$ cat config.mk
export PLATFORM = sky130hd
export DESIGN_NAME = zcal_req_seq
export DESIGN_NICKNAME = d
export VERILOG_FILES = /design/src/rtl/zcal_seq_pkg.sv /design/src/rtl/zcal_cycle_timer.sv /design/src/rtl/zcal_poll_counter.sv /design/src/rtl/zcal_status_latch.sv /design/src/rtl/zcal_req_seq.sv
export SDC_FILE = /design/constraint.sdc
export NUM_CORES = 1
export LEC_CHECK = 0
export BUFFER_PORTS_ARGS = -buffer_cell sky130_fd_sc_hd__buf_2
export CAP_MARGIN = 0
export CORE_ASPECT_RATIO = 0.9
export CORE_MARGIN = 2
export CORE_UTILIZATION = 50
export DETAILED_ROUTE_END_ITERATION = 6
export PLACE_DENSITY = 0.7
export SYNTH_ARGS = -nofsm -noshare
export SYNTH_HDL_FRONTEND = slang
export SYNTH_SLANG_ARGS = --single-unit
$ cat constraint.sdc
create_clock -name clk_i -period 2.5 [get_ports clk_i]
set_input_delay 0 -clock clk_i [delete_from_list [all_inputs] [get_ports clk_i]]
set_output_delay 0 -clock clk_i [all_outputs]
set_load 0.005 [all_outputs]
$ cat src/rtl/zcal_seq_pkg.sv
package zcal_seq_pkg;

  typedef enum logic [2:0] {
    ST_IDLE,
    ST_REQ_LOW,
    ST_SETTLE,
    ST_GAP,
    ST_SAMPLE,
    ST_REPORT
  } seq_state_e;

  typedef enum logic [1:0] {
    RES_DONE    = 2'b00,
    RES_ERROR   = 2'b01,
    RES_TIMEOUT = 2'b10
  } zcal_result_e;

endpackage

$ cat src/rtl/zcal_cycle_timer.sv
module zcal_cycle_timer #(
  parameter int unsigned WIDTH = 8
) (
  input  logic             clk_i,
  input  logic             rst_ni,
  input  logic             load_i,
  input  logic [WIDTH-1:0] load_val_i,
  output logic             expired_o
);

  logic [WIDTH-1:0] cnt_q;

  always_ff @(posedge clk_i or negedge rst_ni) begin
    if (!rst_ni) begin
      cnt_q <= '0;
    end else if (load_i) begin
      cnt_q <= load_val_i;
    end else if (cnt_q != '0) begin
      cnt_q <= cnt_q - 1'b1;
    end
  end

  assign expired_o = (cnt_q == '0);

endmodule

$ cat src/rtl/zcal_poll_counter.sv
module zcal_poll_counter #(
  parameter int unsigned LIMIT = 200
) (
  input  logic clk_i,
  input  logic rst_ni,
  input  logic clear_i,
  input  logic inc_i,
  output logic last_o
);

  localparam int unsigned CW = (LIMIT > 1) ? $clog2(LIMIT + 1) : 1;
  localparam logic [CW-1:0] LAST_IDX = CW'(LIMIT - 1);

  logic [CW-1:0] cnt_q;

  always_ff @(posedge clk_i or negedge rst_ni) begin
    if (!rst_ni) begin
      cnt_q <= '0;
    end else if (clear_i) begin
      cnt_q <= '0;
    end else if (inc_i) begin
      cnt_q <= cnt_q + 1'b1;
    end
  end

  // the sample being taken now is the final one allowed
  assign last_o = (cnt_q == LAST_IDX);

endmodule

$ cat src/rtl/zcal_status_latch.sv
module zcal_status_latch (
  input  logic clk_i,
  input  logic rst_ni,
  input  logic clear_i,
  input  logic capture_i,
  input  logic done_i,
  input  logic error_i,
  output logic done_seen_o,
  output logic error_seen_o
);

  logic done_q, error_q;

  always_ff @(posedge clk_i or negedge rst_ni) begin
    if (!rst_ni) begin
      done_q  <= 1'b0;
      error_q <= 1'b0;
    end else if (clear_i) begin
      done_q  <= 1'b0;
      error_q <= 1'b0;
    end else if (capture_i) begin
      done_q  <= done_q | done_i;
      error_q <= error_q | error_i;
    end
  end

  // include the current cycle so a pulse coinciding with a sample counts
  assign done_seen_o  = done_q  | (capture_i & done_i);
  assign error_seen_o = error_q | (capture_i & error_i);

endmodule

$ cat src/rtl/zcal_req_seq.sv
module zcal_req_seq #(
  parameter int unsigned SETTLE_CYCLES   = 2_000_000,
  parameter int unsigned POLL_GAP_CYCLES = 1_000,
  parameter int unsigned POLL_LIMIT      = 200
) (
  input  logic       clk_i,
  input  logic       rst_ni,
  input  logic       start_i,
  input  logic       done_i,
  input  logic       error_i,
  output logic       req_o,
  output logic       busy_o,
  output logic       result_valid_o,
  output logic [1:0] result_o
);
  import zcal_seq_pkg::*;

  localparam int unsigned TMAX = (SETTLE_CYCLES > POLL_GAP_CYCLES) ? SETTLE_CYCLES : POLL_GAP_CYCLES;
  localparam int unsigned TW   = $clog2(TMAX + 1);
  localparam logic [TW-1:0] SETTLE_LD = TW'(SETTLE_CYCLES - 1);
  localparam logic [TW-1:0] GAP_LD    = TW'(POLL_GAP_CYCLES - 1);

  seq_state_e   state_q, state_d;
  zcal_result_e res_q, res_d;
  logic         res_load;
  logic         tmr_load, tmr_expired;
  logic [TW-1:0] tmr_val;
  logic         poll_clr, poll_inc, poll_last;
  logic         flag_clr, done_seen, error_seen;
  logic         req_active;

  zcal_cycle_timer #(.WIDTH(TW)) u_timer (
    .clk_i      (clk_i),
    .rst_ni     (rst_ni),
    .load_i     (tmr_load),
    .load_val_i (tmr_val),
    .expired_o  (tmr_expired)
  );

  zcal_poll_counter #(.LIMIT(POLL_LIMIT)) u_polls (
    .clk_i   (clk_i),
    .rst_ni  (rst_ni),
    .clear_i (poll_clr),
    .inc_i   (poll_inc),
    .last_o  (poll_last)
  );

  zcal_status_latch u_flags (
    .clk_i        (clk_i),
    .rst_ni       (rst_ni),
    .clear_i      (flag_clr),
    .capture_i    (req_active),
    .done_i       (done_i),
    .error_i      (error_i),
    .done_seen_o  (done_seen),
    .error_seen_o (error_seen)
  );

  always_comb begin
    state_d  = state_q;
    res_d    = res_q;
    res_load = 1'b0;
    tmr_load = 1'b0;
    tmr_val  = SETTLE_LD;
    poll_clr = 1'b0;
    poll_inc = 1'b0;
    flag_clr = 1'b0;
    unique case (state_q)
      ST_IDLE: begin
        if (start_i) begin
          flag_clr = 1'b1;
          poll_clr = 1'b1;
          state_d  = ST_REQ_LOW;
        end
      end
      ST_REQ_LOW: begin
        tmr_load = 1'b1;
        tmr_val  = SETTLE_LD;
        state_d  = ST_SETTLE;
      end
      ST_SETTLE, ST_GAP: begin
        if (tmr_expired) state_d = ST_SAMPLE;
      end
      ST_SAMPLE: begin
        poll_inc = 1'b1;
        if (done_seen) begin
          res_d    = RES_DONE;
          res_load = 1'b1;
          state_d  = ST_REPORT;
        end else if (error_seen) begin
          res_d    = RES_ERROR;
          res_load = 1'b1;
          state_d  = ST_REPORT;
        end else if (poll_last) begin
          res_d    = RES_TIMEOUT;
          res_load = 1'b1;
          state_d  = ST_REPORT;
        end else begin
          tmr_load = 1'b1;
          tmr_val  = GAP_LD;
          state_d  = ST_GAP;
        end
      end
      ST_REPORT: state_d = ST_IDLE;
      default:   state_d = ST_IDLE;
    endcase
  end

  always_ff @(posedge clk_i or negedge rst_ni) begin
    if (!rst_ni) begin
      state_q <= ST_IDLE;
      res_q   <= RES_DONE;
    end else begin
      state_q <= state_d;
      if (res_load) res_q <= res_d;
    end
  end

  assign req_active     = (state_q == ST_SETTLE) || (state_q == ST_GAP) || (state_q == ST_SAMPLE);
  assign req_o          = req_active;
  assign busy_o         = (state_q != ST_IDLE);
  assign result_valid_o = (state_q == ST_REPORT);
  assign result_o       = res_q;

endmodule

# After elaboration in Yosys (flattened, before gate mapping)
# Cells that the tools add are included.
# classes
addsub,2
reduce_logical,13
n_mux,32
n_eq_ne,8
bitwise_logic,6
# ops
cell,n
21-bit 2-to-1 mux,6
21-bit zero test,1
21-bit nonzero test,1
"21-bit by 1-bit subtractor with 21-bit output, second input constant",1
8-bit 2-to-1 mux,2
3-bit 2-to-1 mux,5
1-bit 2-to-1 mux,14
3-bit one-hot mux with 4 select lines,1
"8-bit by 1-bit adder with 8-bit output, second input constant",1
"8-bit == test, second input constant",1
"3-bit by 2-bit == test with 1-bit output, second input constant",2
"3-bit == test, second input constant",2
2-bit 2-to-1 mux,3
2-bit nonzero test,3
3-bit nonzero test,2
"2-bit != test, second input constant",2
1-bit bitwise OR,4
"3-bit by 1-bit == test with 1-bit output, second input constant",1
3-bit zero test,1
3-bit AND reduction,1
1-bit AND,2
1-bit logical OR,2
1-bit one-hot mux with 2 select lines,1
2-bit AND reduction,1
2-bit OR reduction,1
# totals
word_cells,67
inputBits,5
out_inout_bits,5
ff_bits,36

# Logic depth before layout (Yosys ltp)
# Gate-level depths: netlist of the first run.
# depth
word_depth,9
ltp_mapped,8

# Hierarchy
# Synthesis of the first run repeated with hierarchy kept, for this count alone.
# unflattened
hier_cells,209
hier_area_um2,2069.5
# by_module_without_submodules
mod,cells_each,n_inst,seq_area_each_um2,area_per_inst_um2
zcal_cycle_timer,129,1,525.5,1297.5
zcal_poll_counter,39,1,200.2,405.4
zcal_req_seq,35,1,125.1,289.0
zcal_status_latch,6,1,50.0,77.6

# Worst setup path after synthesis of the first run
# No wires, ideal clock.
# synth_path
path_type,reg-to-reg
start,reg u_timer.cnt_q[0]
end,reg u_timer.cnt_q[16]
path_stages_with_launch,9
period_less_slack_ns,2.369
setup_time_ns,0.078
path_slack_ns,0.131
arrival_ns,2.291
cell_sequence,dfrtp_1 inv_1 ha_1 or3b_1 or3_1 buf_2 or4_1 or3_1 a21oi_1
# synth_between
elab_chain_cells,3
# synth_lines
element,line,rtl
start: declaration,zcal_cycle_timer.sv:11,logic [WIDTH-1:0] cnt_q;
start signal: assignment,zcal_cycle_timer.sv:17,cnt_q <= load_val_i;
start signal: assignment,zcal_cycle_timer.sv:19,cnt_q <= cnt_q - 1'b1;
21-bit by 1-bit subtractor with 21-bit output,zcal_cycle_timer.sv:19,
21-bit 2-to-1 mux,zcal_cycle_timer.sv:18,end else if (cnt_q != '0) begin
21-bit 2-to-1 mux,zcal_cycle_timer.sv:16,end else if (load_i) begin
# Parallel ways exist; a longest one is shown, timed or not. The select of a mux whose other input is x is not followed.
# A chain may end at the register's enable or synchronous reset.

# Worst setup path after layout of the first run
# layout_path
start,reg u_timer.cnt_q[1]
end,reg u_timer.cnt_q[16]
# Same word-level chain as after synthesis.

==> results of run 1 <==
-- per-layer routing --
| metal | global-route usage | vias to the layer above |
|---|---|---|
| li1 | - | 729 |
| met1 | 0.293 | 705 |
| met2 | 0.317 | 32 |
| met3 | 0.0494 | 8 |
| met4 | 0.105 | 0 |
| met5 | 0 | - |
-- synthesized netlist by cell type, drive strengths merged (2+ instances only) --
library cell	number	share of area
a21oi	7	0.019
and2	3	0.010
and3	2	0.0069
clkbuf	2	0.0041
dfrtp	36	0.50
ha	3	0.021
inv	5	0.010
mux2i	2	0.011
nand2	22	0.046
nand2b	4	0.014
nand3	6	0.017
nand4	3	0.010
nor2	17	0.035
nor3	11	0.030
nor4	5	0.017
o211ai	3	0.012
o21ai	24	0.066
o31ai	4	0.017
or2	2	0.0069
or3	6	0.023
or4	3	0.012
xnor2	9	0.044
xor2	6	0.029
-- cell families (layout without fill, tap and decap cells) --
| group | Yosys count | count (layout) | share of synthesized area |
|---|---|---|---|
| compound gates | 42 | 42 | 0.132 |
| mux | 2 | 2 | 0.0111 |
| simple gates | 88 | 88 | 0.249 |
| buf+inv | 8 | 29 | 0.0173 |
| xor+xnor | 15 | 15 | 0.0726 |
| fa+ha+maj | 3 | 3 | 0.0207 |
| flops | 36 | 36 | 0.498 |
-- worst max path at each step --
stage | startpoint | cells after the start | to | slack (ps)
after floorplan | u_timer.cnt_q[0] | 8 | u_timer.cnt_q[16] | 130
after global placement | u_timer.cnt_q[0] | 7 | u_timer.cnt_q[16] | 200
after detailed placement | u_timer.cnt_q[0] | 7 | u_timer.cnt_q[16] | 100
after CTS | u_timer.cnt_q[0] | 7 | u_timer.cnt_q[16] | 80
after global routing | u_timer.cnt_q[0] | 7 | u_timer.cnt_q[16] | 30
final | u_timer.cnt_q[1] | 7 | u_timer.cnt_q[16] | 120
-- power groups by stage --
stage / sequential (mW) / combinational [mW] / clock [mW]
3_3_place_gp: 0.823 / 0.291 / 0
2_1_floorplan: 0.801 / 0.231 / 0
5_1_grt: 0.848 / 0.365 / 0.549
4_1_cts: 0.823 / 0.314 / 0.521
3_5_place_dp: 0.832 / 0.305 / 0
6_report: 0.828 / 0.314 / 0.517
-- cell type report --
| type | instances | area (sq um) | share of cell area |
|---|---|---|---|
| clock inverters | 3 | 42.5 | 0.0205 |
| flip-flops and latches | 36 | 901 | 0.435 |
| clock buffers | 5 | 68.8 | 0.0332 |
| multi-input cells | 150 | 881 | 0.425 |
| repair buffers | 16 | 105 | 0.0507 |
| well taps | 44 | 55.1 | 0.0266 |
| inverters | 5 | 18.8 | 0.00906 |
-- what timing repair did --
action,in CTS,in global routing
hold endpoints to repair,39,0
gates resized for setup,0,2
hold buffers,3,0
endpoints found under the setup margin,0,1
-- registers in the layout, summed over array words and instances, names as in the netlist --
register	flops
state_q	3
u_timer.cnt_q	21
result_o	2
u_flags.done_q	1
u_flags.error_q	1
u_polls.cnt_q	8
-- critical path: cells and delay by family, from the launching register on --
kind | cells | cell delay [ps]
DFF | 1 | 410
buffers and inverters | 1 | 100
AOI/OAI and AO/OA | 1 | 140
and+or+nand+nor | 4 | 1490
adders and majority gates | 1 | 170
==> results.sh, run 1 <==
export IMPL_fp_dieH_um=61.1
export IMPL_io_pins=10
export IMPL_core_area_sq_mm=0.00343
export IMPL_power_switching_uw=524
export IMPL_vias_per_cell=5.69
export IMPL_gp_congestion=0.853
export IMPL_overflow=0
export IMPL_drv_slew=0
export IMPL_whs_path_depth=3
export IMPL_cts_buffers=5
export IMPL_r2r_end="u_timer.cnt_q[16]"
export IMPL_status="finished, final reports clean"
export IMPL_yosysWarnings=0
export IMPL_firstDrtPassIters=4
export IMPL_synthFlopType="dfrtp_1"
export IMPL_synth_area_sq_mm=0.00181
export IMPL_netlist_cell_type_count=35
export IMPL_vias=1474
export IMPL_mostFrequentLayoutCell="dfrtp_1"
export IMPL_final_hold_violation_count=0
export IMPL_clock_sinks=36
export IMPL_final_cell_mix="dfrtp_1, nand2_1, o21ai_0"
export IMPL_peakVddDrop_v=0.000539
export IMPL_fp_dieW_um=67.4
export IMPL_post_cts_buffers=0
export IMPL_tritoncts="done"
export IMPL_hold_path_end="u_flags.done_q"
export IMPL_cp_slowest_cell="or4_1"
export IMPL_pwr_density_cell_mw_per_mm2=801
export IMPL_synth_cells=194
export IMPL_fin_nets=222
export IMPL_htreeDepth=2
export IMPL_crit_path_frequent_cell="or3_1"
export IMPL_maxCapViolations=0
export IMPL_row_count=20
export IMPL_routed_top_layer="met4"
export IMPL_rsz0062_at_grt="no"
export IMPL_critPathCaptureType="flop"
export IMPL_cts_clk_slew_worst_paths_ps=70
export IMPL_dr_wl_met2_um=1700
export IMPL_comb_power_share=0.189
export IMPL_drt_iter0_markers=145
export IMPL_wl_met3_um=165
export IMPL_grt_max_degree=37
export IMPL_path_max_fanout=4
export IMPL_max_stage_delay_ps=420
export IMPL_clk_latency_ps=300
export IMPL_avgSynthCellArea_sq_um=9.33
export IMPL_setup_viol=0
export IMPL_wl_um=3790
export IMPL_tightest_slew_ps=786
export IMPL_total_power_mw=1.66
export IMPL_slew_headroom=0.476
export IMPL_grt_pass1_wl_um=6310
export IMPL_arrival_ps=2600
export IMPL_p_int_mw=1.13
export IMPL_ff2ff_path_depth=7
export IMPL_fin_util=0.604
export IMPL_dp_slack_ps=102
export IMPL_fill_cells=284
export IMPL_cts_root_buf="clkbuf_8"
export IMPL_drive_gt1_frac=0.116
export IMPL_place_area_sq_mm=0.00193
export IMPL_wirelength_met1_um=1850
export IMPL_synth_edf_count=0
export IMPL_cp_required_ps=2720
export IMPL_r2r_slack_ps=120
export IMPL_critPathKind="reg2reg"
export IMPL_switching_share=0.316
export IMPL_area_delta_synth_final_pct=14.4
export IMPL_dieArea_sq_mm=0.00412
export IMPL_worstHoldPathType="in2reg"
export IMPL_fin_area_sq_mm=0.00207
export IMPL_setup_tns_ps=0
export IMPL_cts_path_max_buffers=2
export IMPL_cp_start_kind="flop"
export IMPL_final_setup_worst_slack_ps=121
export IMPL_hp_start="start_i"
export IMPL_syn_nets=202
export IMPL_clkPwrFrac=0.312
export IMPL_start_util=0.528
export IMPL_drc=0
export IMPL_track_usage=0.212
export IMPL_grt_pass1_vias=1344
export IMPL_ys_seq_area_frac=0.498
export IMPL_dp_cells=248
export IMPL_synth_seq_cells=36
export IMPL_n_antenna_cell=0
export IMPL_async_flop_share=1.00
export IMPL_port_buffers=9
export IMPL_final_cell_count_no_fill=259
export IMPL_power_leakage_nw=0.833
export IMPL_antenna_found_initial=0
export IMPL_fin_skew_ps=6.84
export IMPL_fmax_mhz=420
export IMPL_wl_per_cell_um=14.6
export IMPL_min_period_ps=2380
export IMPL_dp_hpwl_um=2580
export IMPL_post_route_period_util=0.952
export IMPL_ant_nets=0
export IMPL_r2r_start="u_timer.cnt_q[1]"
export IMPL_path_cells="inv_1, ha_1, or3b_4, or3_1, or4_1, or3_1, a21oi_1"
export IMPL_pwr_share_seq=0.499
export IMPL_whs_ps=45.9
Power figures use the tool's default switching activity.
==> run 2, diff against run 1 <==
--- a/config.mk
+++ b/config.mk
@@ -5,6 +5,7 @@
 export SDC_FILE = /design/constraint.sdc
 export NUM_CORES = 1
 export LEC_CHECK = 0
+export ABC_AREA = 1
 export BUFFER_PORTS_ARGS = -buffer_cell sky130_fd_sc_hd__buf_2
 export CAP_MARGIN = 0
 export CORE_ASPECT_RATIO = 0.9
==> run 2 against run 1 <==
- clock skew down 1.9 ps
- sequential cell count is the same
- register-to-register slack better by 550 ps
- sequential share of layout area shrank 4.9 points
- routed wire length increased by 19%
==> results.sh, run 2 <==
export IMPL_netlist_cell_type_count=30
export IMPL_critPathCaptureType="flop"
export IMPL_place_area_sq_mm=0.00223
export IMPL_yosys_area_top_type="dfrtp_1"
export IMPL_drc=0
export IMPL_power_leakage_nw=1.23
export IMPL_port_buffers=9
export IMPL_area_delta_synth_final_pct=8.62
export IMPL_fin_area_sq_mm=0.00233
export IMPL_ant_nets=0
export IMPL_drive_gt1_frac=0.127
export IMPL_total_power_mw=1.03
export IMPL_fill_cells=389
export IMPL_core_area_sq_mm=0.00410
export IMPL_cts_root_buf="clkbuf_8"
export IMPL_setup_tns_ps=0
export IMPL_overflow=0
export IMPL_pwr_density_cell_mw_per_mm2=442
export IMPL_wl_per_cell_um=12.4
export IMPL_synth_seq_cells=36
export IMPL_setup_viol=0
export IMPL_arrival_ps=2010
export IMPL_cp_start_kind="flop"
export IMPL_worstHoldPathType="in2reg"
export IMPL_n_antenna_cell=0
export IMPL_switching_share=0.218
export IMPL_cts_path_max_buffers=2
export IMPL_top_register="u_timer.cnt_q"
export IMPL_p_int_uw=807
export IMPL_start_util=0.524
export IMPL_clk_latency_ps=290
export IMPL_synthFlopType="dfrtp_1"
export IMPL_yosysMostFrequentCell="nand2_1"
export IMPL_wirelength_met1_um=2080
export IMPL_fp_dieH_um=66.2
export IMPL_min_period_ps=1830
export IMPL_post_route_period_util=0.732
export IMPL_final_hold_violation_count=0
export IMPL_synth_area_sq_mm=0.00215
export IMPL_rsz0062_at_grt="no"
export IMPL_synth_edf_count=0
export IMPL_fmax_mhz=546
export IMPL_antenna_found_initial=0
export IMPL_syn_nets=309
export IMPL_wl_met3_um=217
export IMPL_hp_start="start_i"
export IMPL_peakVddDrop_v=0.000395
export IMPL_clkPwrFrac=0.417
export IMPL_grt_max_degree=37
export IMPL_drv_slew=0
export IMPL_r2r_slack_ps=670
export IMPL_pwr_share_seq=0.566
export IMPL_final_cell_mix="nand2_1, nor2_1, inv_1"
export IMPL_ys_seq_area_frac=0.419
export IMPL_avgSynthCellArea_sq_um=7.14
export IMPL_status="finished, final reports clean"
export IMPL_dieArea_sq_mm=0.00484
export IMPL_maxCapViolations=0
export IMPL_multi_input_area_sq_mm=0.00105
export IMPL_drt_iter0_markers=132
export IMPL_whs_path_depth=4
export IMPL_vias=1846
export IMPL_synth_area_leaders="dfrtp_1, nand2_1, nor2_1"
export IMPL_synth_cells=301
export IMPL_gp_congestion=0.854
export IMPL_comb_power_share=0.017
export IMPL_path_max_fanout=13
export IMPL_hold_path_end="state_q[0]"
export IMPL_critPathKind="reg2reg"
export IMPL_firstDrtPassIters=4
export IMPL_final_setup_worst_slack_ps=669
export IMPL_htreeDepth=2
export IMPL_largest_registers="u_timer.cnt_q (21), u_polls.cnt_q (8), state_q (3)"
export IMPL_dr_wl_met2_um=2060
export IMPL_yosys_top_cells_count="nand2_1, nor2_1, inv_1, dfrtp_1, nand3_1"
export IMPL_wl_um=4510
export IMPL_regArea_sq_um=901
export IMPL_io_pins=10
export IMPL_r2r_end="state_q[1]"
export IMPL_routed_top_layer="met4"
export IMPL_tritoncts="done"
export IMPL_dp_hpwl_um=3320
export IMPL_grt_pass1_wl_um=7840
export IMPL_vias_per_cell=5.07
export IMPL_synth_top_area_share=0.419
export IMPL_tightest_slew_ps=802
export IMPL_fp_dieW_um=73.1
export IMPL_ff2ff_path_depth=10
export IMPL_cts_buffers=5
export IMPL_async_flop_share=1.00
export IMPL_track_usage=0.217
export IMPL_mostFrequentLayoutCell="nand2_1"
export IMPL_row_count=22
export IMPL_clock_sinks=36
export IMPL_power_switching_uw=225
export IMPL_cp_required_ps=2680
export IMPL_largest_reg_flops=21
export IMPL_dp_slack_ps=676
export IMPL_cts_clk_slew_worst_paths_ps=70
export IMPL_yosysWarnings=0
export IMPL_slew_headroom=0.465
export IMPL_fin_nets=323
export IMPL_fin_skew_ps=4.97
export IMPL_grt_pass1_vias=1800
export IMPL_r2r_start="state_q[1]"
-- run 2: cell count changes after synthesis, sizes merged, moves of 6 or more --
cell and change:
inv +41, nand2 +77, nand3 +15, nor2 +34, nor3 -6, o21ai -10
or3 -6
-- run 2: worst max path at each step --
| stage | from | end |
|---|---|---|
| 4_1_cts | state_q[1] | u_timer.cnt_q[2] |
| 2_1_floorplan | u_timer.cnt_q[0] | u_timer.cnt_q[1] |
| 3_3_place_gp | state_q[1] | state_q[1] |
| 6_report | state_q[1] | state_q[1] |
| 3_5_place_dp | state_q[1] | state_q[1] |
| 5_1_grt | state_q[1] | state_q[1] |
-- run 2: power groups by stage --
stage | Combinational, mW | Clock [mW] | Sequential (mW)
6_report | 0.0177 | 0.431 | 0.584
5_1_grt | 0.0216 | 0.469 | 0.583
2_1_floorplan | 0.00193 | 0 | 0.595
3_3_place_gp | 0.0174 | 0 | 0.595
4_1_cts | 0.0186 | 0.446 | 0.583
3_5_place_dp | 0.0176 | 0 | 0.595
-- run 2: cell type report --
| type | instances | share of cell area |
|---|---|---|
| Sequential cell | 36 | 0.386 |
| Multi-Input combinational cell | 216 | 0.450 |
| Clock inverter | 2 | 0.00429 |
| Inverter | 46 | 0.0751 |
| Timing Repair Buffer | 10 | 0.0236 |
| Clock buffer | 6 | 0.0354 |
| Tap cell | 48 | 0.0257 |
-- run 2: critical path, stage by stage (launching register included) --
cell	delay, ps
dfrtp_1	410
nor2_1	170
nand2_2	150
nand2_2	110
nand2_1	60
nand2_1	120
nor2_1	70
nand2_2	200
nand2_2	170
inv_2	140
o21ai_0	90
-- run 2: routing by layer --
| layer | up-vias | track usage |
|---|---|---|
| li1 | 965 | - |
| met1 | 823 | 0.264 |
| met2 | 47 | 0.347 |
| met3 | 11 | 0.0473 |
| met4 | 0 | 0.132 |
| met5 | - | 0 |
-- run 2: logic make-up after synthesis --
group	count (synthesis)	synth area share
xor+xnor	6	0.0245
simple gates	182	0.378
mux	1	0.00466
fa+ha+maj	3	0.0175
compound gates	24	0.0641
flops	36	0.419
buf+inv	49	0.0920
-- run 2: metrics by stage --
step	cells	utilization	hold WS [ps]
after global routing	364	0.569	76.6
after detailed placement	355	0.544	139
after CTS	364	0.569	22.2
after global placement	355	0.544	133
after floorplan	301	-	-296
final	364	0.569	41.1
-- run 2: what timing repair did --
item,CTS,global route
endpoints found under the setup margin,0,0
endpoints found under the hold margin,36,0
buffers inserted,0,0
hold buffers,1,0
resized for setup,0,0
